File: src/rtl/dma_pack_pkg.sv
// Package: shared size encodings, FSM states and helpers for the
// width-converting transfer engine. Assumes a 64-bit staging word.
package dma_pack_pkg;

    localparam int LANE_BYTES = 8;
    localparam int LANE_W     = LANE_BYTES * 8;

    typedef enum logic [1:0] {
        ESZ_8  = 2'd0,
        ESZ_16 = 2'd1,
        ESZ_32 = 2'd2,
        ESZ_64 = 2'd3
    } esize_e;

    typedef enum logic [1:0] {
        ST_IDLE  = 2'd0,
        ST_READ  = 2'd1,
        ST_WRITE = 2'd2
    } eng_state_e;

    // Byte count of a size code.
    function automatic logic [3:0] esize_bytes(input logic [1:0] code);
        return 4'd1 << code;
    endfunction

    // Data mask covering the low bytes of a size code.
    function automatic logic [LANE_W-1:0] esize_mask(input logic [1:0] code);
        case (code)
            2'd0:    return 64'h0000_0000_0000_00FF;
            2'd1:    return 64'h0000_0000_0000_FFFF;
            2'd2:    return 64'h0000_0000_FFFF_FFFF;
            default: return 64'hFFFF_FFFF_FFFF_FFFF;
        endcase
    endfunction

endpackage

File: src/rtl/dma_addr_gen.sv
// Address stepper: loads a base address, adds a sign-extended stride on
// each step, and flags when the current address is not aligned to the
// access size given. Assumes IDX_W < ADDR_W.
module dma_addr_gen #(
    parameter int ADDR_W = 32,
    parameter int IDX_W  = 16
) (
    input  logic              clk,
    input  logic              rst_n,
    input  logic              load,
    input  logic [ADDR_W-1:0] base,
    input  logic              step,
    input  logic [IDX_W-1:0]  delta,
    input  logic [1:0]        acc_size,
    output logic [ADDR_W-1:0] addr,
    output logic              misaligned
);

    localparam int EXT_W = ADDR_W - IDX_W;

    logic [ADDR_W-1:0] delta_ext;

    // Sign-extend the stride to the address width.
    assign delta_ext = {{EXT_W{delta[IDX_W-1]}}, delta};

    // Address register: load on start, advance on each completed access.
    always_ff @(posedge clk) begin
        if (!rst_n)    addr <= '0;
        else if (load) addr <= base;
        else if (step) addr <= addr + delta_ext;
    end

    // Alignment check of the current address against the access size.
    always_comb begin
        case (acc_size)
            2'd0:    misaligned = 1'b0;
            2'd1:    misaligned = addr[0];
            2'd2:    misaligned = |addr[1:0];
            default: misaligned = |addr[2:0];
        endcase
    end

endmodule

File: src/rtl/dma_stage_buf.sv
// Staging word: gathers right-justified read elements at the current fill
// point (lowest byte lane first) and presents the bytes at the current
// drain offset as right-justified write data. Assumes the controller never
// overfills the word nor drains past the fill point.
module dma_stage_buf
    import dma_pack_pkg::*;
(
    input  logic              clk,
    input  logic              rst_n,
    input  logic              clear,
    input  logic              capture,
    input  logic [1:0]        cap_size,
    input  logic [LANE_W-1:0] cap_data,
    input  logic              advance,
    input  logic [1:0]        out_size,
    output logic [3:0]        fill,
    output logic [3:0]        offset,
    output logic [LANE_W-1:0] out_data
);

    logic [3:0]        cap_bytes;
    logic [3:0]        out_bytes;
    logic [15:0]       ones;
    logic [15:0]       en_wide;
    logic [7:0]        lane_en;
    logic [LANE_W-1:0] placed;
    logic [LANE_W-1:0] word;

    assign cap_bytes = esize_bytes(cap_size);
    assign out_bytes = esize_bytes(out_size);

    // Lane enables and shifted data for the element being captured.
    assign ones    = (16'd1 << cap_bytes) - 16'd1;
    assign en_wide = ones << fill;
    assign lane_en = en_wide[7:0];
    assign placed  = (cap_data & esize_mask(cap_size)) << {fill[2:0], 3'b000};

    for (genvar i = 0; i < LANE_BYTES; i++) begin : g_lane
        logic [7:0] q;
        // One byte lane of the staging word.
        always_ff @(posedge clk) begin
            if (!rst_n)                       q <= '0;
            else if (capture && lane_en[i])   q <= placed[i*8 +: 8];
        end
        assign word[i*8 +: 8] = q;
    end

    // Fill and drain pointers, both cleared when a group is finished.
    always_ff @(posedge clk) begin
        if (!rst_n || clear) begin
            fill   <= '0;
            offset <= '0;
        end else begin
            if (capture) fill   <= fill + cap_bytes;
            if (advance) offset <= offset + out_bytes;
        end
    end

    // Right-justified bytes at the drain point, trimmed to the write size.
    assign out_data = (word >> {offset[2:0], 3'b000}) & esize_mask(out_size);

    AST_STAGE_NO_OVERFLOW: assert property (@(posedge clk) disable iff (!rst_n)
        capture |-> ({1'b0, fill} + {1'b0, cap_bytes}) <= 5'd8);
    AST_STAGE_DRAIN_BOUND: assert property (@(posedge clk) disable iff (!rst_n)
        advance |-> ({1'b0, offset} + {1'b0, out_bytes}) <= {1'b0, fill});

endmodule

File: src/rtl/dma_pack_engine.sv
// Single-channel transfer engine with independent read and write element
// sizes. A controller alternates between gathering read elements into the
// staging word and draining it as writes, and applies the element and frame
// strides on both sides. Assumes grants arrive only while the matching
// request is high, and read data is valid in the grant cycle.
module dma_pack_engine
    import dma_pack_pkg::*;
#(
    parameter int ADDR_W = 32,
    parameter int CNT_W  = 16,
    parameter int IDX_W  = 16
) (
    input  logic              clk,
    input  logic              rst_n,
    input  logic              start,
    input  logic [1:0]        cfg_rd_size,
    input  logic [1:0]        cfg_wr_size,
    input  logic [CNT_W-1:0]  cfg_elem_cnt,
    input  logic [CNT_W-1:0]  cfg_frame_cnt,
    input  logic [ADDR_W-1:0] cfg_src_base,
    input  logic [ADDR_W-1:0] cfg_dst_base,
    input  logic              cfg_src_incr,
    input  logic [IDX_W-1:0]  cfg_src_elem_step,
    input  logic [IDX_W-1:0]  cfg_src_frame_step,
    input  logic [IDX_W-1:0]  cfg_dst_elem_step,
    input  logic [IDX_W-1:0]  cfg_dst_frame_step,
    output logic              rd_req,
    output logic [ADDR_W-1:0] rd_addr,
    output logic [1:0]        rd_size,
    input  logic              rd_gnt,
    input  logic [63:0]       rd_data,
    output logic              wr_req,
    output logic [ADDR_W-1:0] wr_addr,
    output logic [1:0]        wr_size,
    output logic [63:0]       wr_data,
    input  logic              wr_gnt,
    output logic              busy,
    output logic              done,
    output logic              err
);

    eng_state_e state;

    // Latched configuration.
    logic [1:0]       rs_q, ws_q;
    logic [CNT_W-1:0] ecnt_q, fcnt_q;
    logic             incr_q;
    logic [IDX_W-1:0] sei_q, sfi_q, dei_q, dfi_q;

    // Progress tracking.
    logic [CNT_W-1:0] elem_i, frame_i;
    logic             frame_end_q;
    logic             final_q;

    logic [3:0]       rb, wb, wbytes, fill, offset, remain;
    logic             tail, elem_last, frame_last, group_last, group_full;
    logic [1:0]       wsz;
    logic             rd_fire, wr_fire, load;
    logic             src_mis, dst_mis;
    logic [IDX_W-1:0] src_delta, dst_delta;

    assign rb         = esize_bytes(rs_q);
    assign wb         = esize_bytes(ws_q);
    assign remain     = fill - offset;
    assign tail       = remain < wb;
    assign wsz        = tail ? rs_q : ws_q;
    assign wbytes     = esize_bytes(wsz);
    assign elem_last  = elem_i == (ecnt_q - CNT_W'(1));
    assign frame_last = frame_i == (fcnt_q - CNT_W'(1));
    assign group_last = (offset + wbytes) == fill;
    assign group_full = ({1'b0, fill} + {1'b0, rb}) >= {1'b0, wb};

    assign load    = (state == ST_IDLE) && start;
    assign rd_req  = (state == ST_READ) && !src_mis;
    assign wr_req  = (state == ST_WRITE) && !dst_mis;
    assign rd_fire = rd_req && rd_gnt;
    assign wr_fire = wr_req && wr_gnt;
    assign rd_size = rs_q;
    assign wr_size = wsz;
    assign busy    = state != ST_IDLE;

    // Source stride: element size in post-increment mode, else programmed.
    assign src_delta = incr_q    ? IDX_W'(rb) :
                       elem_last ? sfi_q      : sei_q;

    // Destination stride: frame stride on the frame's last write, own size
    // on tail writes, element stride otherwise.
    assign dst_delta = (group_last && frame_end_q) ? dfi_q :
                       tail                        ? IDX_W'(wbytes) : dei_q;

    dma_addr_gen #(.ADDR_W(ADDR_W), .IDX_W(IDX_W)) u_src_ag (
        .clk        (clk),
        .rst_n      (rst_n),
        .load       (load),
        .base       (cfg_src_base),
        .step       (rd_fire),
        .delta      (src_delta),
        .acc_size   (rs_q),
        .addr       (rd_addr),
        .misaligned (src_mis)
    );

    dma_addr_gen #(.ADDR_W(ADDR_W), .IDX_W(IDX_W)) u_dst_ag (
        .clk        (clk),
        .rst_n      (rst_n),
        .load       (load),
        .base       (cfg_dst_base),
        .step       (wr_fire),
        .delta      (dst_delta),
        .acc_size   (wsz),
        .addr       (wr_addr),
        .misaligned (dst_mis)
    );

    dma_stage_buf u_stage (
        .clk      (clk),
        .rst_n    (rst_n),
        .clear    (load || (wr_fire && group_last)),
        .capture  (rd_fire),
        .cap_size (rs_q),
        .cap_data (rd_data),
        .advance  (wr_fire),
        .out_size (wsz),
        .fill     (fill),
        .offset   (offset),
        .out_data (wr_data)
    );

    // Control: start acceptance, read gathering, write draining, abort.
    always_ff @(posedge clk) begin
        if (!rst_n) begin
            state       <= ST_IDLE;
            rs_q        <= '0;
            ws_q        <= '0;
            ecnt_q      <= '0;
            fcnt_q      <= '0;
            incr_q      <= 1'b0;
            sei_q       <= '0;
            sfi_q       <= '0;
            dei_q       <= '0;
            dfi_q       <= '0;
            elem_i      <= '0;
            frame_i     <= '0;
            frame_end_q <= 1'b0;
            final_q     <= 1'b0;
            done        <= 1'b0;
            err         <= 1'b0;
        end else begin
            case (state)
                ST_IDLE: begin
                    if (start) begin
                        rs_q        <= cfg_rd_size;
                        ws_q        <= cfg_wr_size;
                        ecnt_q      <= cfg_elem_cnt;
                        fcnt_q      <= cfg_frame_cnt;
                        incr_q      <= cfg_src_incr;
                        sei_q       <= cfg_src_elem_step;
                        sfi_q       <= cfg_src_frame_step;
                        dei_q       <= cfg_dst_elem_step;
                        dfi_q       <= cfg_dst_frame_step;
                        elem_i      <= '0;
                        frame_i     <= '0;
                        frame_end_q <= 1'b0;
                        final_q     <= 1'b0;
                        done        <= 1'b0;
                        if ((cfg_elem_cnt == '0) || (cfg_frame_cnt == '0)) begin
                            err   <= 1'b1;
                        end else begin
                            err   <= 1'b0;
                            state <= ST_READ;
                        end
                    end
                end
                ST_READ: begin
                    if (src_mis) begin
                        err   <= 1'b1;
                        state <= ST_IDLE;
                    end else if (rd_gnt) begin
                        if (elem_last) begin
                            elem_i      <= '0;
                            frame_i     <= frame_i + CNT_W'(1);
                            frame_end_q <= 1'b1;
                            final_q     <= frame_last;
                        end else begin
                            elem_i      <= elem_i + CNT_W'(1);
                        end
                        if (elem_last || group_full) state <= ST_WRITE;
                    end
                end
                ST_WRITE: begin
                    if (dst_mis) begin
                        err   <= 1'b1;
                        state <= ST_IDLE;
                    end else if (wr_gnt && group_last) begin
                        frame_end_q <= 1'b0;
                        if (frame_end_q && final_q) begin
                            done  <= 1'b1;
                            state <= ST_IDLE;
                        end else begin
                            state <= ST_READ;
                        end
                    end
                end
                default: state <= ST_IDLE;
            endcase
        end
    end

    AST_ONE_SIDE: assert property (@(posedge clk) disable iff (!rst_n)
        !(rd_req && wr_req));
    AST_RD_HOLD: assert property (@(posedge clk) disable iff (!rst_n)
        (rd_req && !rd_gnt) |=> (rd_req && $stable(rd_addr) && $stable(rd_size)));
    AST_WR_HOLD: assert property (@(posedge clk) disable iff (!rst_n)
        (wr_req && !wr_gnt) |=> (wr_req && $stable(wr_addr) && $stable(wr_size) && $stable(wr_data)));
    AST_RD_ALIGNED: assert property (@(posedge clk) disable iff (!rst_n)
        rd_req |-> ((rd_addr[2:0] & ((3'd1 << rd_size) - 3'd1)) == 3'd0));
    AST_WR_ALIGNED: assert property (@(posedge clk) disable iff (!rst_n)
        wr_req |-> ((wr_addr[2:0] & ((3'd1 << wr_size) - 3'd1)) == 3'd0));
    AST_WR_SIZE_LEGAL: assert property (@(posedge clk) disable iff (!rst_n)
        wr_req |-> ((wr_size == ws_q) || ((wr_size == rd_size) && (rd_size < ws_q))));
    AST_CFG_FROZEN: assert property (@(posedge clk) disable iff (!rst_n)
        (busy && $past(busy)) |-> $stable(rd_size));
    AST_DONE_IDLE: assert property (@(posedge clk) disable iff (!rst_n)
        done |-> !busy);

endmodule

File: config.mk
export PLATFORM = sky130hd
export DESIGN_NAME = dma_pack_engine
export DESIGN_NICKNAME = d
export VERILOG_FILES = /design/src/rtl/dma_pack_pkg.sv /design/src/rtl/dma_addr_gen.sv /design/src/rtl/dma_stage_buf.sv /design/src/rtl/dma_pack_engine.sv
export SDC_FILE = /design/constraint.sdc
export NUM_CORES = 1
export LEC_CHECK = 0
export ABC_AREA = 1
export ABC_CLOCK_PERIOD_IN_PS = 17700
export BUFFER_PORTS_ARGS = -buffer_cell sky130_fd_sc_hd__clkbuf_2
export CORE_MARGIN = 1.5
export CORE_UTILIZATION = 30
export CTS_CLUSTER_SIZE = 28
export DETAILED_ROUTE_END_ITERATION = 8
export PLACE_DENSITY = 0.49
export SLEW_MARGIN = 10
export SYNTH_ARGS = -nofsm -noshare
export SYNTH_HDL_FRONTEND = slang
export SYNTH_SLANG_ARGS = --single-unit
File: constraint.sdc
create_clock -name clk -period 17.7 [get_ports clk]
set_input_delay 0.885 -clock clk [delete_from_list [all_inputs] [get_ports clk]]
set_output_delay 0.885 -clock clk [all_outputs]
set_load 0.03 [all_outputs]
==> flow_summary.yaml, run 1 <==
finish:
  final_core_util_pct: 36.12
  area_growth_pct: 18.85
  drive_above_1_share_pct: 16.07
  antennaDiodeCount: 0
  final_cells: 4228
  fin_nets: 3673
floorplanning:
  die_w_um: 258.8
  fp-row-count: 93
  die-area_um2: 66960
  io_pins: 371
  die_h_um: 258.8
  core_um2: 64580
  start_util_pct: 30.39
logic_synthesis:
  async_reset_ff_share_pct: 0
  mappedNetlistArea_um2: 19630
  synth_nets: 3412
  synth.top_cell.area_share_pct: 28.05
  syn_inst: 3084
  yosysMostFrequentCell: "nand2_1"
  ys_types: 61
  synth_top_cell_by_area: "dfxtp_1"
  synth_top_flop_cell: "dfxtp_1"
  yosysWarnings: 0
  postSynthAreaPerCell_um2: 6.364
  synth_area_leaders: "dfxtp_1, nand2_1, o21ai_0"
  synth_common_cells: "nand2_1, nor2_1, o21ai_0"
  ys_ff_latch: 275
  synth_edf_count: 0
  seq_area_frac_synth_pct: 28.05
worst_setup_path:
  crit_path_end: "u_dst_ag.addr[26]$_SDFFE_PN0P_"
  timing.rr.start: "u_stage.offset[2]$_SDFFE_PP0P_"
  reg2reg_setup_slack_ps: 8690
  r2r-end: "u_dst_ag.addr[26]$_SDFFE_PN0P_"
  cpPeakStageDelay_ps: 930
  critical_path.max_fanout: 45
  required_ps: 18130
  crit_type: "flop to flop"
  critPathLaunchType: "flop"
  cp_num_buf_inv: 5
  cp_num_cells: 40
  crit_path_end_kind: "flop"
  cp.arrival_ps: 9440
  critPathTopFamily: "simple AND/OR/NAND/NOR gates"
  reg2regPathDepth: 40
  slowest_stage: "dfxtp_2"
  cpMostUsedCell: "nand2_1"
  crit_start: "u_stage.offset[2]$_SDFFE_PP0P_"
clock_tree:
  cts-root-buf: "clkbuf_16"
  cts_hold_buffers: 0
  clkSinkCount: 275
  cts_setup_buffers: 0
  htreeDepth: 2
  cts_resized: 0
  clk_pin_slew_ps: 60
  insertion_delay_ps: 570
  cts_tree: "built"
  cts_buffers: 37
  clockBufferDepth: 3
routing:
  via_count: 21020
  vias_per_cell: 4.972
  ant_nets: 0
  drc: 0
  routedWlPerCell_um: 17.68
  first_iter_violations: 1196
  drt_wl_total_mm: 74.75
  drt-pass1-iter-count: 7
power:
  ir_drop_mv: 0.08029
  leakagePower_nw: 10.40
  powerDensity_nw_per_um2: 151.2
  fin_total_pwr_mw: 3.527
sta:
  finalClockSkew_ps: 27.09
  tightestPinTransition_ps: 1157
  period_share_pct: 50.89
  relSlewSlack_pct: 22.40
  setup_viol: 0
  max_freq_ghz: 0.1110
  tns_ps: 0
  hold_viol_final: 0
  post-route-min-period_ps: 9008
  report.final.slew_viol_count: 0
  rsz0062_at_grt: "false"
global_routing:
  top_usage_layer: "met2"
  grt_use_met3_pct: 2.934
  grtUsageMet1_pct: 30.42
  grt_use_met2_pct: 34.09
  grt_max_degree: 89
  grt_pass1_wl_mm: 114.4
  gr-usage-all-layers_pct: 21.58
  grt-ovfl-total: 0
  grt_pass1_vias: 19940
  grt_antenna_before_repair: 3
placed_design:
  dp_hpwl_mm: 56.78
  place_congestion: 0.8533
  portBuffers: 370
  placed_cells: 4161
run:
  cap_viol_max_count: 0
min_path:
  hp-class: "flop to flop"
run_status:
  status: "finished, final reports clean"
-- flip-flops by register name (all words and copies together) (netlist names) --
signal and cells:
dfi_q 16, u_stage.offset 4, sfi_q 16, state 2
u_stage.fill 4, u_src_ag.addr 32, elem_i 16, u_dst_ag.addr 32
sei_q 16, frame_i 16, ecnt_q 16, rd_size 2
final_q 1, dei_q 16, err 1, incr_q 1
u_stage.g_lane.q 64, done 1, fcnt_q 16, ws_q 2
frame_end_q 1
-- layout by cell type, fill, tap and decap left out, drive strengths merged, types with 15 or more instances in the layout --
cell type	count
a211oi	33
a21oi	266
a31oi	44
buf	20
clkbuf	417
dfxtp	275
ha	90
inv	252
nand2	596
nand3	126
nand4	25
nor2	484
nor3	29
nor4	19
o211ai	15
o21ai	444
or2	18
xnor2	22
xor2	74
-- metal layers --
layer  part of all wire [%]  vias to the layer above  routed length (um)
met5                  0.048                        -                  36
met1                     48                     9511               36010
met2                     44                      539               32890
met4                    2.4                        6                1766
li1                       -                    10880                   -
met3                    5.4                       83                4044
-- report_power, final --
group          switching, mW  internal, mW  total, mW
sequential             0.135         0.760      0.895
combinational           1.27         0.564       1.83
clock                  0.317         0.480      0.797
total                   1.72          1.81       3.53
-- how the worst min path moves through the flow --
stage / start / endpoint / cells past startpoint / slack, ps
after floorplan: sei_q[15]$_SDFFE_PN0P_ / sei_q[15]$_SDFFE_PN0P_ / 2 / 430
after global placement: sei_q[15]$_SDFFE_PN0P_ / sei_q[15]$_SDFFE_PN0P_ / 2 / 450
after detailed placement: sei_q[15]$_SDFFE_PN0P_ / sei_q[15]$_SDFFE_PN0P_ / 2 / 460
after CTS: sei_q[15]$_SDFFE_PN0P_ / sei_q[15]$_SDFFE_PN0P_ / 2 / 470
after global routing: sfi_q[4]$_SDFFE_PN0P_ / sfi_q[4]$_SDFFE_PN0P_ / 2 / 490
final: sei_q[15]$_SDFFE_PN0P_ / sei_q[15]$_SDFFE_PN0P_ / 2 / 470
-- tightest hold or removal path, cell delays in order, from the launching register on --
cell and delay, ps:
dfxtp_1 290, inv_1 70, a21oi_1 60
-- final cells by class --
cell class | instances | area, um^2
clock buffer | 48 | 1049
inverter | 253 | 955.9
sequential | 275 | 5509
timing repair buffer | 389 | 1997
clock inverter | 19 | 232.7
multi-input combinational | 2389 | 12510
tap | 855 | 1070
fill | 7318 | 41260
-- cells by family after synthesis --
family | share of synthesized area [%]
muxes | 0.7140
and+or+nand+nor | 28.13
adders and majority gates | 6.146
buffers and inverters | 8.269
DFF | 28.05
AOI/OAI and AO/OA | 24.41
xor gates and xnor gates | 4.284
-- per-stage QoR --
stage	setup WS [ps]	hold slack, ps	cell area (um^2)
floorplan	10920	429.7	19630
global placement	8929	452.2	22040
detailed placement	8652	463.4	22040
CTS	8643	471.6	23320
global route	7846	493.8	23320
finish	8692	470.5	23320
Note: power is estimated with default switching activity, not from simulation.
==> run 2, diff against run 1 <==
--- a/config.mk
+++ b/config.mk
@@ -6,7 +6,7 @@
 export NUM_CORES = 1
 export LEC_CHECK = 0
 export ABC_AREA = 1
-export ABC_CLOCK_PERIOD_IN_PS = 17700
+export ABC_CLOCK_PERIOD_IN_PS = 8900
 export BUFFER_PORTS_ARGS = -buffer_cell sky130_fd_sc_hd__clkbuf_2
 export CORE_MARGIN = 1.5
 export CORE_UTILIZATION = 30
==> constraint.sdc (replaced) <==
create_clock -name clk -period 8.9 [get_ports clk]
set_input_delay 0.445 -clock clk [delete_from_list [all_inputs] [get_ports clk]]
set_output_delay 0.445 -clock clk [all_outputs]
set_load 0.03 [all_outputs]
==> run 2 against run 1 <==
Effect of this change: sequential power up 98%; flip-flop and latch count stayed put; worst hold slack worse by 350 ps; cell count hardly changed; critical path type unchanged; non-clock buffer count grew 1; first-iteration DRC count is 13% higher; setup slack got worse by 7600 ps; critical path depth unchanged; wire length down 1.1%; critical endpoint unchanged; clock skew shrank 1.4 ps; clock-buffer cell count is 5 higher; global-route usage is 0.11 points lower.
==> flow_summary.yaml, run 2 (synthesized netlist as in run 1, its figures left out) <==
sta:
  holdWs_ps: 116.8
  report.final.slew_viol_count: 0
  relSlewSlack_pct: 25.25
  tightestPinTransition_ps: 1114
  setup_viol: 0
  max_freq_ghz: 0.1282
  setup_ws_ps: 1100
  finalClockSkew_ps: 25.69
  tns_ps: 0
  hold_viol_final: 0
  post-route-min-period_ps: 7800
  rsz0062_at_grt: "false"
  period_share_pct: 87.64
power:
  leakagePower_nw: 10.40
  powerDensity_nw_per_um2: 300.4
  fin_total_pwr_mw: 7.007
  ir_drop_mv: 0.1470
worst_setup_path:
  cpPeakStageDelay_ps: 450
  crit_path_end_kind: "flop"
  cpMostUsedCell: "nand2_1"
  crit_start: "u_stage.offset[2]$_SDFFE_PP0P_"
  cp_num_cells: 40
  critical_path.max_fanout: 17
  critPathLaunchType: "flop"
  timing.rr.start: "u_stage.offset[2]$_SDFFE_PP0P_"
  reg2regPathDepth: 40
  cp_num_buf_inv: 5
  required_ps: 9330
  slowest_stage: "inv_1"
  critPathTopFamily: "compound AO/OA/AOI/OAI gates"
  cp.arrival_ps: 8230
  crit_type: "flop to flop"
min_path:
  min_path_cells: 3
  hp-class: "input port to flop"
  worstHoldStart: "cfg_elem_cnt[14]"
clock_tree:
  cts_hold_buffers: 0
  htreeDepth: 2
  insertion_delay_ps: 570
  clkSinkCount: 275
  cts_tree: "built"
  cts_setup_buffers: 0
  cts_resized: 0
  clockBufferDepth: 3
  clk_pin_slew_ps: 60
  cts-root-buf: "clkbuf_16"
  cts_buffers: 37
floorplanning:
  die_h_um: 258.8
  fp-row-count: 93
  die-area_um2: 66960
  io_pins: 371
  die_w_um: 258.8
  start_util_pct: 30.39
  core_um2: 64580
finish:
  final_common_cell: "nand2_1"
  final_cells: 4230
  drive_above_1_share_pct: 16.00
  area_growth_pct: 18.84
  fin_nets: 3674
  reg.largest.list: "u_stage.g_lane.q x64, u_dst_ag.addr x32, u_src_ag.addr x32"
  regMostFlops: "u_stage.g_lane.q"
  fillCellCount: 7213
  largest_reg_flops: 64
  final_cell_mix: "nand2_1, nor2_1, o21ai_0"
routing:
  drt_wl_total_mm: 73.96
  vias_per_cell: 4.961
  drt-pass1-iter-count: 5
  first_iter_violations: 1348
  ant_nets: 0
  drc: 0
  via_count: 20990
  routedWlPerCell_um: 17.48
placed_design:
  place_congestion: 0.8621
  dp_hpwl_mm: 56.25
  dp_slack_ps: 1087
  portBuffers: 370
  placed_cells: 4162
run:
  cap_viol_max_count: 0
global_routing:
  grt-ovfl-total: 0
  grt_pass1_vias: 19780
  grt_pass1_wl_mm: 113.6
  grt_antenna_before_repair: 3
  grt_max_degree: 82
  gr-usage-all-layers_pct: 21.47
run_status:
  status: "finished, final reports clean"
-- run 2: per-stage QoR --
step	utilization (%)	area, um^2
after floorplan	-	19630
after global placement	34.14	22050
after detailed placement	34.14	22050
after CTS	36.11	23320
after global routing	36.11	23320
final	36.11	23320
-- run 2: routing by layer --
metal / track usage, % / share of wire [%] / up-vias
li1: - / - / 10880
met1: 29.89 / 48 / 9512
met2: 34.13 / 44 / 500
met3: 3.531 / 5.2 / 88
met4: 5.750 / 2.2 / 4
met5: 0 / 0.035 / -
-- run 2: area by class of cell --
type                            instances  area, um^2  share of cell area [%]
Multi-Input combinational cell       2389       12510                   53.65
Sequential cell                       275        5509                   23.62
Timing Repair Buffer                  390        2004                   8.594
Clock buffer                           53        1087                   4.662
Tap cell                              855        1070                   4.587
Inverter                              253       954.7                   4.093
Clock inverter                         14       182.7                  0.7833
Antenna cell                            1       2.502                 0.01073
-- run 2: power by group --
group	switching, mW	internal, mW
clock	0.627	0.944
combinational	2.54	1.13
sequential	0.259	1.51
-- run 2: worst min-delay path, stage by stage --
cell	delay, ps
clkbuf_2	90
inv_1	50
a21oi_1	50
-- run 2: worst paths after layout --
kind              slack (ps)                                   to
setup / recovery        1100       u_dst_ag.addr[26]$_SDFFE_PN0P_
hold / removal           120              ecnt_q[14]$_SDFFE_PN0P_
setup reg to reg        1100       u_dst_ag.addr[26]$_SDFFE_PN0P_
hold reg to reg          460  u_stage.g_lane[1].q[2]$_SDFFE_PN0P_
